**src/rtl/grid_route_pkg.sv**
```systemverilog
package grid_route_pkg;

   typedef enum logic [2:0] {
      DIR_LOCAL = 3'd0,
      DIR_INGRP = 3'd1,
      DIR_RIGHT = 3'd2,
      DIR_LEFT  = 3'd3,
      DIR_UP    = 3'd4,
      DIR_DOWN  = 3'd5,
      DIR_DROP  = 3'd7
   } route_dir_e;

   localparam int unsigned CLUSTER_LOG2 = 3;
   localparam int unsigned RTR_W        = 2;

   // Non-monotonic offset-to-router mapping: 0,1->0  2,3->2  4,5->1  6,7->3
   function automatic logic [RTR_W-1:0] offset_to_router(input logic [CLUSTER_LOG2-1:0] off);
      return {off[1], off[2]};
   endfunction

endpackage

```
**src/rtl/grid_route_div.sv**
```systemverilog
// Unrolled restoring divider: one compare/subtract stage per quotient bit.
module grid_route_div #(
   parameter int unsigned NUM_W = 5,
   parameter int unsigned DEN_W = 5
) (
   input  logic [NUM_W-1:0] num_i,
   input  logic [DEN_W-1:0] den_i,
   output logic [NUM_W-1:0] quo_o
);
   localparam int unsigned RW = DEN_W + 1;

   if (NUM_W < 1 || DEN_W < 1) begin : g_bad_width
      $error("grid_route_div: widths must be at least one bit");
   end

   logic [RW-1:0] rem [NUM_W];
   logic [RW-1:0] den_ext;

   assign den_ext = {1'b0, den_i};

   for (genvar i = 0; i < NUM_W; i++) begin : g_stage
      logic [RW-1:0] trial;
      if (i == 0) begin : g_first
         assign trial = {{(RW-1){1'b0}}, num_i[NUM_W-1]};
      end else begin : g_next
         assign trial = {rem[i-1][RW-2:0], num_i[NUM_W-1-i]};
      end
      assign quo_o[NUM_W-1-i] = (trial >= den_ext);
      assign rem[i] = quo_o[NUM_W-1-i] ? (trial - den_ext) : trial;
   end

endmodule

```
**src/rtl/grid_route_decode.sv**
```systemverilog
module grid_route_decode
   import grid_route_pkg::*;
#(
   parameter int unsigned CLIENT_W = 8,
   localparam int unsigned GRP_W   = CLIENT_W - CLUSTER_LOG2
) (
   input  logic [CLIENT_W-1:0] dst_id_i,
   output logic [GRP_W-1:0]    dst_grp_o,
   output logic [RTR_W-1:0]    dst_rtr_o
);
   if (CLIENT_W <= CLUSTER_LOG2) begin : g_bad_width
      $error("grid_route_decode: client number must be wider than the cluster offset");
   end

   assign dst_grp_o = dst_id_i[CLIENT_W-1:CLUSTER_LOG2];
   assign dst_rtr_o = offset_to_router(dst_id_i[CLUSTER_LOG2-1:0]);

endmodule

```
**src/rtl/grid_route_decide.sv**
```systemverilog
module grid_route_decide
   import grid_route_pkg::*;
#(
   parameter int unsigned GRP_W      = 5,
   parameter int unsigned COL_W      = 5,
   parameter int unsigned NUM_GROUPS = 20,
   parameter int unsigned MAX_COLS   = 16
) (
   input  logic [GRP_W-1:0] dst_grp_i,
   input  logic [RTR_W-1:0] dst_rtr_i,
   input  logic [GRP_W-1:0] cur_grp_i,
   input  logic [RTR_W-1:0] cur_rtr_i,
   input  logic [COL_W-1:0] cols_i,
   output route_dir_e       dir_o,
   output logic             err_o
);
   logic [GRP_W-1:0] cur_row, dst_row;
   logic             grp_range_bad, cols_bad;

   grid_route_div #(.NUM_W(GRP_W), .DEN_W(COL_W)) u_cur_row (
      .num_i(cur_grp_i), .den_i(cols_i), .quo_o(cur_row));

   grid_route_div #(.NUM_W(GRP_W), .DEN_W(COL_W)) u_dst_row (
      .num_i(dst_grp_i), .den_i(cols_i), .quo_o(dst_row));

   if (NUM_GROUPS >= (1 << GRP_W)) begin : g_full_range
      assign grp_range_bad = 1'b0;
   end else begin : g_part_range
      assign grp_range_bad = (dst_grp_i >= GRP_W'(NUM_GROUPS));
   end

   assign cols_bad = (cols_i == '0) || (cols_i > COL_W'(MAX_COLS));
   assign err_o    = grp_range_bad || cols_bad;

   always_comb begin
      if (err_o) begin
         dir_o = DIR_DROP;
      end else if (dst_grp_i == cur_grp_i) begin
         dir_o = (dst_rtr_i == cur_rtr_i) ? DIR_LOCAL : DIR_INGRP;
      end else if (dst_row == cur_row) begin
         dir_o = (cur_grp_i < dst_grp_i) ? DIR_RIGHT : DIR_LEFT;
      end else begin
         dir_o = (cur_row < dst_row) ? DIR_UP : DIR_DOWN;
      end
   end

endmodule

```
**src/rtl/grid_route_portmap.sv**
```systemverilog
module grid_route_portmap
   import grid_route_pkg::*;
#(
   parameter int unsigned     PORT_W       = 4,
   parameter logic [8*PORT_W-1:0] PORT_TABLE = '0,
   parameter bit              INGRP_OFFSET = 1'b1
) (
   input  route_dir_e       dir_i,
   input  logic [RTR_W-1:0] dst_rtr_i,
   output logic [PORT_W-1:0] port_o
);
   logic [PORT_W-1:0] base_port;

   always_comb begin
      base_port = PORT_TABLE[32'(dir_i)*PORT_W +: PORT_W];
   end

   if (INGRP_OFFSET) begin : g_ingrp_offset
      if (PORT_W < RTR_W) begin : g_bad_width
         $error("grid_route_portmap: port field too narrow for router offset");
      end
      assign port_o = (dir_i == DIR_INGRP) ? (base_port + PORT_W'(dst_rtr_i)) : base_port;
   end else begin : g_plain
      logic unused_rtr;
      assign unused_rtr = ^dst_rtr_i;
      assign port_o = base_port;
   end

endmodule

```
**src/rtl/grid_route_unit.sv**
```systemverilog
module grid_route_unit
   import grid_route_pkg::*;
#(
   parameter int unsigned CLIENT_W   = 8,
   parameter int unsigned NUM_GROUPS = 20,
   parameter int unsigned MAX_COLS   = 16,
   parameter int unsigned PORT_W     = 4,
   parameter logic [8*PORT_W-1:0] PORT_TABLE =
      {4'd15, 4'd15, 4'd8, 4'd7, 4'd6, 4'd5, 4'd1, 4'd0},
   parameter bit INGRP_OFFSET = 1'b1,
   localparam int unsigned GRP_W = CLIENT_W - CLUSTER_LOG2,
   localparam int unsigned COL_W = $clog2(MAX_COLS + 1)
) (
   input  logic                clk_i,
   input  logic                rst_ni,
   input  logic                in_valid_i,
   input  logic [CLIENT_W-1:0] dst_id_i,
   input  logic [GRP_W-1:0]    cur_grp_i,
   input  logic [RTR_W-1:0]    cur_rtr_i,
   input  logic [COL_W-1:0]    cols_i,
   output logic                out_valid_o,
   output logic [2:0]          dir_o,
   output logic [PORT_W-1:0]   port_o,
   output logic [GRP_W-1:0]    dst_grp_o,
   output logic [RTR_W-1:0]    dst_rtr_o,
   output logic                err_o
);
   if (NUM_GROUPS < 1 || NUM_GROUPS > (1 << GRP_W)) begin : g_bad_groups
      $error("grid_route_unit: NUM_GROUPS outside what CLIENT_W can address");
   end
   if (MAX_COLS < 1) begin : g_bad_cols
      $error("grid_route_unit: MAX_COLS must be at least one");
   end

   logic [GRP_W-1:0]  dst_grp_c;
   logic [RTR_W-1:0]  dst_rtr_c;
   route_dir_e        dir_c;
   logic              err_c;
   logic [PORT_W-1:0] port_c;

   grid_route_decode #(.CLIENT_W(CLIENT_W)) u_decode (
      .dst_id_i (dst_id_i),
      .dst_grp_o(dst_grp_c),
      .dst_rtr_o(dst_rtr_c));

   grid_route_decide #(
      .GRP_W(GRP_W), .COL_W(COL_W),
      .NUM_GROUPS(NUM_GROUPS), .MAX_COLS(MAX_COLS)
   ) u_decide (
      .dst_grp_i(dst_grp_c),
      .dst_rtr_i(dst_rtr_c),
      .cur_grp_i(cur_grp_i),
      .cur_rtr_i(cur_rtr_i),
      .cols_i   (cols_i),
      .dir_o    (dir_c),
      .err_o    (err_c));

   grid_route_portmap #(
      .PORT_W(PORT_W), .PORT_TABLE(PORT_TABLE), .INGRP_OFFSET(INGRP_OFFSET)
   ) u_portmap (
      .dir_i    (dir_c),
      .dst_rtr_i(dst_rtr_c),
      .port_o   (port_c));

   always_ff @(posedge clk_i or negedge rst_ni) begin
      if (!rst_ni) begin
         out_valid_o <= 1'b0;
         dir_o       <= '0;
         port_o      <= '0;
         dst_grp_o   <= '0;
         dst_rtr_o   <= '0;
         err_o       <= 1'b0;
      end else begin
         out_valid_o <= in_valid_i;
         if (in_valid_i) begin
            dir_o     <= 3'(dir_c);
            port_o    <= port_c;
            dst_grp_o <= dst_grp_c;
            dst_rtr_o <= dst_rtr_c;
            err_o     <= err_c;
         end
      end
   end

endmodule

```
**config.mk**
```make
export PLATFORM = sky130hd
export DESIGN_NAME = grid_route_unit
export DESIGN_NICKNAME = d
export VERILOG_FILES = /design/src/rtl/grid_route_pkg.sv /design/src/rtl/grid_route_div.sv /design/src/rtl/grid_route_decode.sv /design/src/rtl/grid_route_decide.sv /design/src/rtl/grid_route_portmap.sv /design/src/rtl/grid_route_unit.sv
export SDC_FILE = /design/constraint.sdc
export NUM_CORES = 1
export LEC_CHECK = 0
export ABC_AREA = 1
export BUFFER_PORTS_ARGS = -buffer_cell sky130_fd_sc_hd__buf_2
export CAP_MARGIN = 20
export CORE_MARGIN = 10
export CORE_UTILIZATION = 60
export CTS_CLUSTER_DIAMETER = 60
export DETAILED_ROUTE_END_ITERATION = 10
export PLACE_DENSITY = 0.82
export SLEW_MARGIN = 20
export SYNTH_ARGS = -nofsm -noshare
export SYNTH_HDL_FRONTEND = slang
export SYNTH_SLANG_ARGS = --single-unit
```
**constraint.sdc**
```tcl
create_clock -name clk_i -period 0.8 [get_ports clk_i]
set_input_delay 0.08 -clock clk_i [delete_from_list [all_inputs] [get_ports clk_i]]
set_output_delay 0.08 -clock clk_i [all_outputs]
set_load 0.02 [all_outputs]
```
==> results.txt, run 1 <==
- The flow did not finish.
* Stop stage: clock tree synthesis
- Tool error message: [ERROR DPL-0038] Utilization greater than 100%, impossible to legalize
- Cell variety after synth: 35
- In this run, post-CTS repair resized a total of 102 instances.
- H-tree level count: 1
- After synthesis, the mean cell area works out to 6.88 µm².
- Cts-stage hold buffer count: 1
* CTS root buffer: sky130_fd_sc_hd__clkbuf_8
- DP Cell Count: 677
- When the netlist entered floorplanning its net count stood at 543.
* Port Buf Inserts: 37
- Dpl hpwl: 9470 µm
* TritonCTS sink count: 16
- FF+latch count, synth: 16
- TritonCTS buffer count: 3
- During synthesis, Yosys emitted a total of 0 warnings.
* Post-synthesis sequential area ratio: 0.128
* Std cell rows: 26
- For this configuration, the core starts out at a cell density of 0.618.
- The die is 92.3 µm wide.
- Num ports: 39
- DIE HEIGHT: 92.3 µm
- Post-CTS timing repair inserted 65 buffers for setup.
- The clock passes through at most 2 buffers.
* Final Wtd Congestion: 0.966
* Netlist Area Pre-Place: 3140 µm²
- Synthesis handed over a netlist of 456 instances.
## kinds of logic after synthesis
kind of cell,after synthesis,share of synthesized area
compound gates,76,0.136
xor+xnor,20,0.0559
fa+ha+maj,64,0.272
buf+inv,81,0.0994
flops,16,0.128
simple gates,199,0.308
## synth_stat cells (all sizes together)
cell type,count,share of area
a21boi,2,0.0048
a22oi,1,0.0024
nor2,44,0.064
xnor2,8,0.022
nor3,1,0.0016
nand3b,4,0.0096
o211ai,1,0.0024
inv,76,0.091
o21bai,2,0.0048
nand2,116,0.15
fa,7,0.045
clkbuf,2,0.0024
clkinv,2,0.0024
nand4,5,0.010
a31oi,2,0.0040
buf,1,0.0036
nand3,29,0.071
dfrtp,16,0.13
ha,57,0.23
a211oi,1,0.0024
a21oi,26,0.044
o22ai,1,0.0020
xor2,12,0.034
o21ai,37,0.063
o21a,3,0.0072
## stage by stage
stage	hold slack (ps)	TNS [ps]	area, µm²	setup slack [ps]	util
3_3_place_gp	-4.40	-42180	4530	-6560	0.892
3_5_place_dp	0.770	-45040	4530	-6960	0.892
2_1_floorplan	-216	-38230	3370	-6110	-
==> run 2, diff against run 1 <==
- CORE_UTILIZATION: 60 -> 40
- CTS_CLUSTER_DIAMETER: 60 -> default
- PLACE_DENSITY: 0.82 -> default
- PLACE_DENSITY_LB_ADDON: default -> 0.15
==> run 2 against run 1 <==
Net effect: the flow now finishes, with violations (setup timing); synthesized cell count is the same; synthesized area is the same.
==> results.txt, run 2 <==
* Outcome: complete, but fails checks (was aborted with a tool error)
* Failing checks: setup timing
- For this block, the routed nets add up to 10900 µm of wire.
- In this run the standard cell core region covers 7690 µm².
* Critical Path Slowest Stage Cell: sky130_fd_sc_hd__fa_2
- The startpoint identified for the worst hold timing path is in_valid_i.
- For this run, the top clock speed supported by timing is 144 MHz.
* Leakage component of the power: 0.00294 µW
- The die boundary height was 109 µm (was 92.3 µm).
- For the final database, setup skew stands at 0 ps.
- TritonCTS built the clock tree.
- The smallest clock period supported by the final layout is computed as 6950 ps.
- Initial core utilization: 0.408 (was 0.618)
* Wire length of the first global-routing pass: 17100 µm
- The largest buffer count on any clock path was 2 (unchanged).
- Ranked by flip-flop count, first place goes to dst_grp_o.
- Logic pwr share: 0.848
- The fraction of the mapped netlist area in compound gates came to 0.136 (unchanged).
* Commonest cells after routing, fill and taps aside: 165 x sky130_fd_sc_hd__buf_4, 82 x sky130_fd_sc_hd__nand2_1, 56 x sky130_fd_sc_hd__inv_1
* TritonCTS buffer count: 3 (unchanged)
- Std cell rows: 32 (was 26)
* Required time of the worst setup path: 940 ps
- In this run the register-to-register setup slack is 20 ps.
- The largest family of logic cells by synthesized area is simple AND/OR/NAND/NOR gates (unchanged).
* Internal power of the cells: 6710 µW
- Number of max-capacitance violations reported: 0
* Via count of the first global-routing pass: 3871
- Syn. warnings: 0 (unchanged)
* FF+latch count, synth: 16 (unchanged)
- Launch point of the worst path: cols_i[0]
- The count of final hold-check violations is 0.
* Post-layout net count: 760
- Die Outline Area: 11800 µm²
- Final Wtd Congestion: 0.896 (was 0.966)
* Min-Delay Path Depth: 3
* Antenna cells: 0
- The cell that appears most often on the critical path is sky130_fd_sc_hd__nand2_1.
- The fraction of synthesized area in multiplexers was 0 (unchanged).
- FFs w/ async S/R, synth: 1.00 (unchanged)
- Register area: 400 µm²
- H-tree level count: 1 (unchanged)
- For the worst flop-to-flop path, the logic depth is 3.
- Of the cells placed in the final design, the portion with a size suffix greater than 1 is 0.519.
- The xor-xnor portion of the synthesized cell area is 0.0559 (unchanged).
- The setup path with the least slack is of type input pin to register.
- Synth Area in Adders: 0.272 (unchanged)
- Leading cell type in the layout, fill and taps excluded: sky130_fd_sc_hd__buf_4
* Post-synth top area cell: sky130_fd_sc_hd__ha_1 (unchanged)
- Final routed wire length divided by cell count: 14.0 µm
- The cell area after synthesis came to 3140 µm² (unchanged).
* Worst slew margin: 0.767
- Cell types occupying the most area after synthesis: sky130_fd_sc_hd__ha_1 23%, sky130_fd_sc_hd__nand2_1 13%, sky130_fd_sc_hd__dfrtp_1 13% (unchanged).
- For hold timing, the worst endpoint is port_o[0]$_DFFE_PN0P_.
* Most used standard cells in the synthesized netlist: 107 x sky130_fd_sc_hd__nand2_1, 75 x sky130_fd_sc_hd__inv_1, 57 x sky130_fd_sc_hd__ha_1 (unchanged)
* Ratio of final minimum period to clock period: 8.69
* Number of antenna violations at the first check in global routing: 0
- IR drop worst, VDD: 1.19 mV
- STA classifies the critical path startpoint as an input pin.
- Of the total power, the share spent switching nets is 0.441.
* Worst-path maximum fanout: 8
- Max reg flops: 5
- Fillcell total: 597
- For the final routed database, the setup TNS stands at -40430 ps.
- Post-synth top area share: 0.227 (unchanged)
- Count of vias placed by the detailed router: 3807
- Reg-to-reg startpoint: dir_o[0]$_DFFE_PN0P_
- The port buffer count came to 37 (unchanged).
- Post-Route Utilization: 0.727
* Count of final max-slew check failures: 0
- For this run, design rule violations remaining after detail routing come to 0.
* Cell with the most instances after synthesis: sky130_fd_sc_hd__nand2_1 (unchanged)
- Reg power frac: 0.093
* Iteration-0 DRC count of the detailed router: 82
- For this design the total switching power over the nets is 5290 µW.
- The clock reaches the later pin of the worst-skew pair after 250 ps.
- Prevailing post-synth register cell: sky130_fd_sc_hd__dfrtp_1 (unchanged)
* Signal arrival time at the worst endpoint: 7090 ps
* Unrepaired setup endpoints after global routing: yes
- After global routing the overflow that remains totals 0.
* Maximum number of pins on one net before global-route repair: 19
* Type of the tightest min-delay check: input pin to register
- Total global routing track utilization: 0.174
- The mean instance size in the synthesized netlist came to 6.88 µm² (unchanged).
- Dividing total power by cell area gives a power density of 2150 nW/µm².
- After clock tree synthesis, the clock-pin slew on the worst setup and hold paths is 60 ps.
- Simple-gate share of the synthesized area: 0.308 (unchanged)
- TritonCTS sink count: 16 (unchanged)
- The sequential cell area fraction in the yosys report came to 0.128 (unchanged).
- For the pin with the worst max-slew slack, the measured transition is 349 ps.
- Count of flip-flops with a built-in enable after synthesis: 0 (unchanged)
- After detailed routing, the number of vias per cell comes to 4.92.
* Final setup vio count: 24
- Worst Setup Slack, final: -6150 ps
- The area growth from synthesis to layout is 78.3%.
- CTS root buffer: sky130_fd_sc_hd__clkbuf_8 (unchanged)
- Hold is met by 122 ps.
* Clock network fraction of total power: 0.059
* Cell variety after synth: 35 (unchanged)
- Area taken by multi-input logic gates: 2970 µm²
* Dpl hpwl: 8340 µm (was 9470 µm)
- In the final layout, the registers with the most flip-flops are dst_grp_o: 5 flops, port_o: 4 flops, dir_o: 3 flops.
* Width of the chip: 109 µm (was 92.3 µm)
- The number of nets produced by synthesis was 543 (unchanged).
- The number of cells produced by synthesis is 456 (unchanged).
- Count of TritonRoute iterations in the first routing pass: 4
- The worst register-to-register path ends at dir_o[0]$_DFFE_PN0P_.
* Num ports: 39 (unchanged)
- In this run the remaining antenna-violating nets after routing total 0.
- The worst setup path is captured at a register.
- For this run, the slowest stage of the critical path takes 420 ps.
[run 2: cell counts after synthesis]
No cell type changed its count.
[run 2: logic make-up after synthesis]
logic type / Yosys count
and+or+nand+nor: 199
DFF: 16
AOI/OAI and AO/OA: 76
xor gates and xnor gates: 20
adders and majority gates: 64
buffers and inverters: 81
[run 2: per-layer routing]
metal	global-route usage	wire length, µm
met1	0.197	4590
met2	0.337	5530
met3	0.0119	385
met4	0.0508	363
met5	0	0
[run 2: power groups by stage]
stage	combinational, µW	sequential (µW)	clock [µW]
final	10200	1110	707
after global routing	11300	1130	744
after CTS	9160	1110	719
after detailed placement	7720	1080	0
after global placement	7530	1080	0
after floorplan	4570	1310	0
[run 2: metrics by stage]
step	std cells	worst slack [ps]	cell area, µm²	power [µW]
floorplan	456	-6110	3370	5880
global placement	722	-6630	4660	8610
detailed placement	722	-6750	4660	8800
CTS	756	-6160	5240	11000
global route	774	-6640	5590	13100
finish	774	-6150	5590	12000
[run 2: worst max path at each step]
stage | endpoint | slack, ps | depth (start not counted)
final | port_o[1]$_DFFE_PN0P_ | -6150 | 57
after global routing | port_o[1]$_DFFE_PN0P_ | -6640 | 57
after CTS | port_o[1]$_DFFE_PN0P_ | -6160 | 56
after detailed placement | port_o[1]$_DFFE_PN0P_ | -6750 | 57
after global placement | port_o[1]$_DFFE_PN0P_ | -6630 | 56
after floorplan | port_o[1]$_DFFE_PN0P_ | -6110 | 57
[run 2: area by class of cell]
class                   instances  area share
clock buffers                   4     0.00985
inverters                      78      0.0566
multi-input cells             360       0.532
flip-flops and latches         16      0.0716
well taps                     102      0.0228
repair buffers                214       0.307
[run 2: timing repair]
item                       CTS  global route
hold endpoints to repair    16             0
setup endpoints to repair   24            25
resized for setup           73            52
gates cloned                 1             0
hold buffers                 1             0
pin swaps                   45            55
setup buffers               30            19
[run 2: worst max-delay path, delay by kind of cell]
family | cells | cell delay, ps
AOI/OAI and AO/OA | 14 | 1910
adders and majority gates | 9 | 2350
and+or+nand+nor | 24 | 1780
buffers and inverters | 10 | 920
Power figures use the tool's default switching activity.
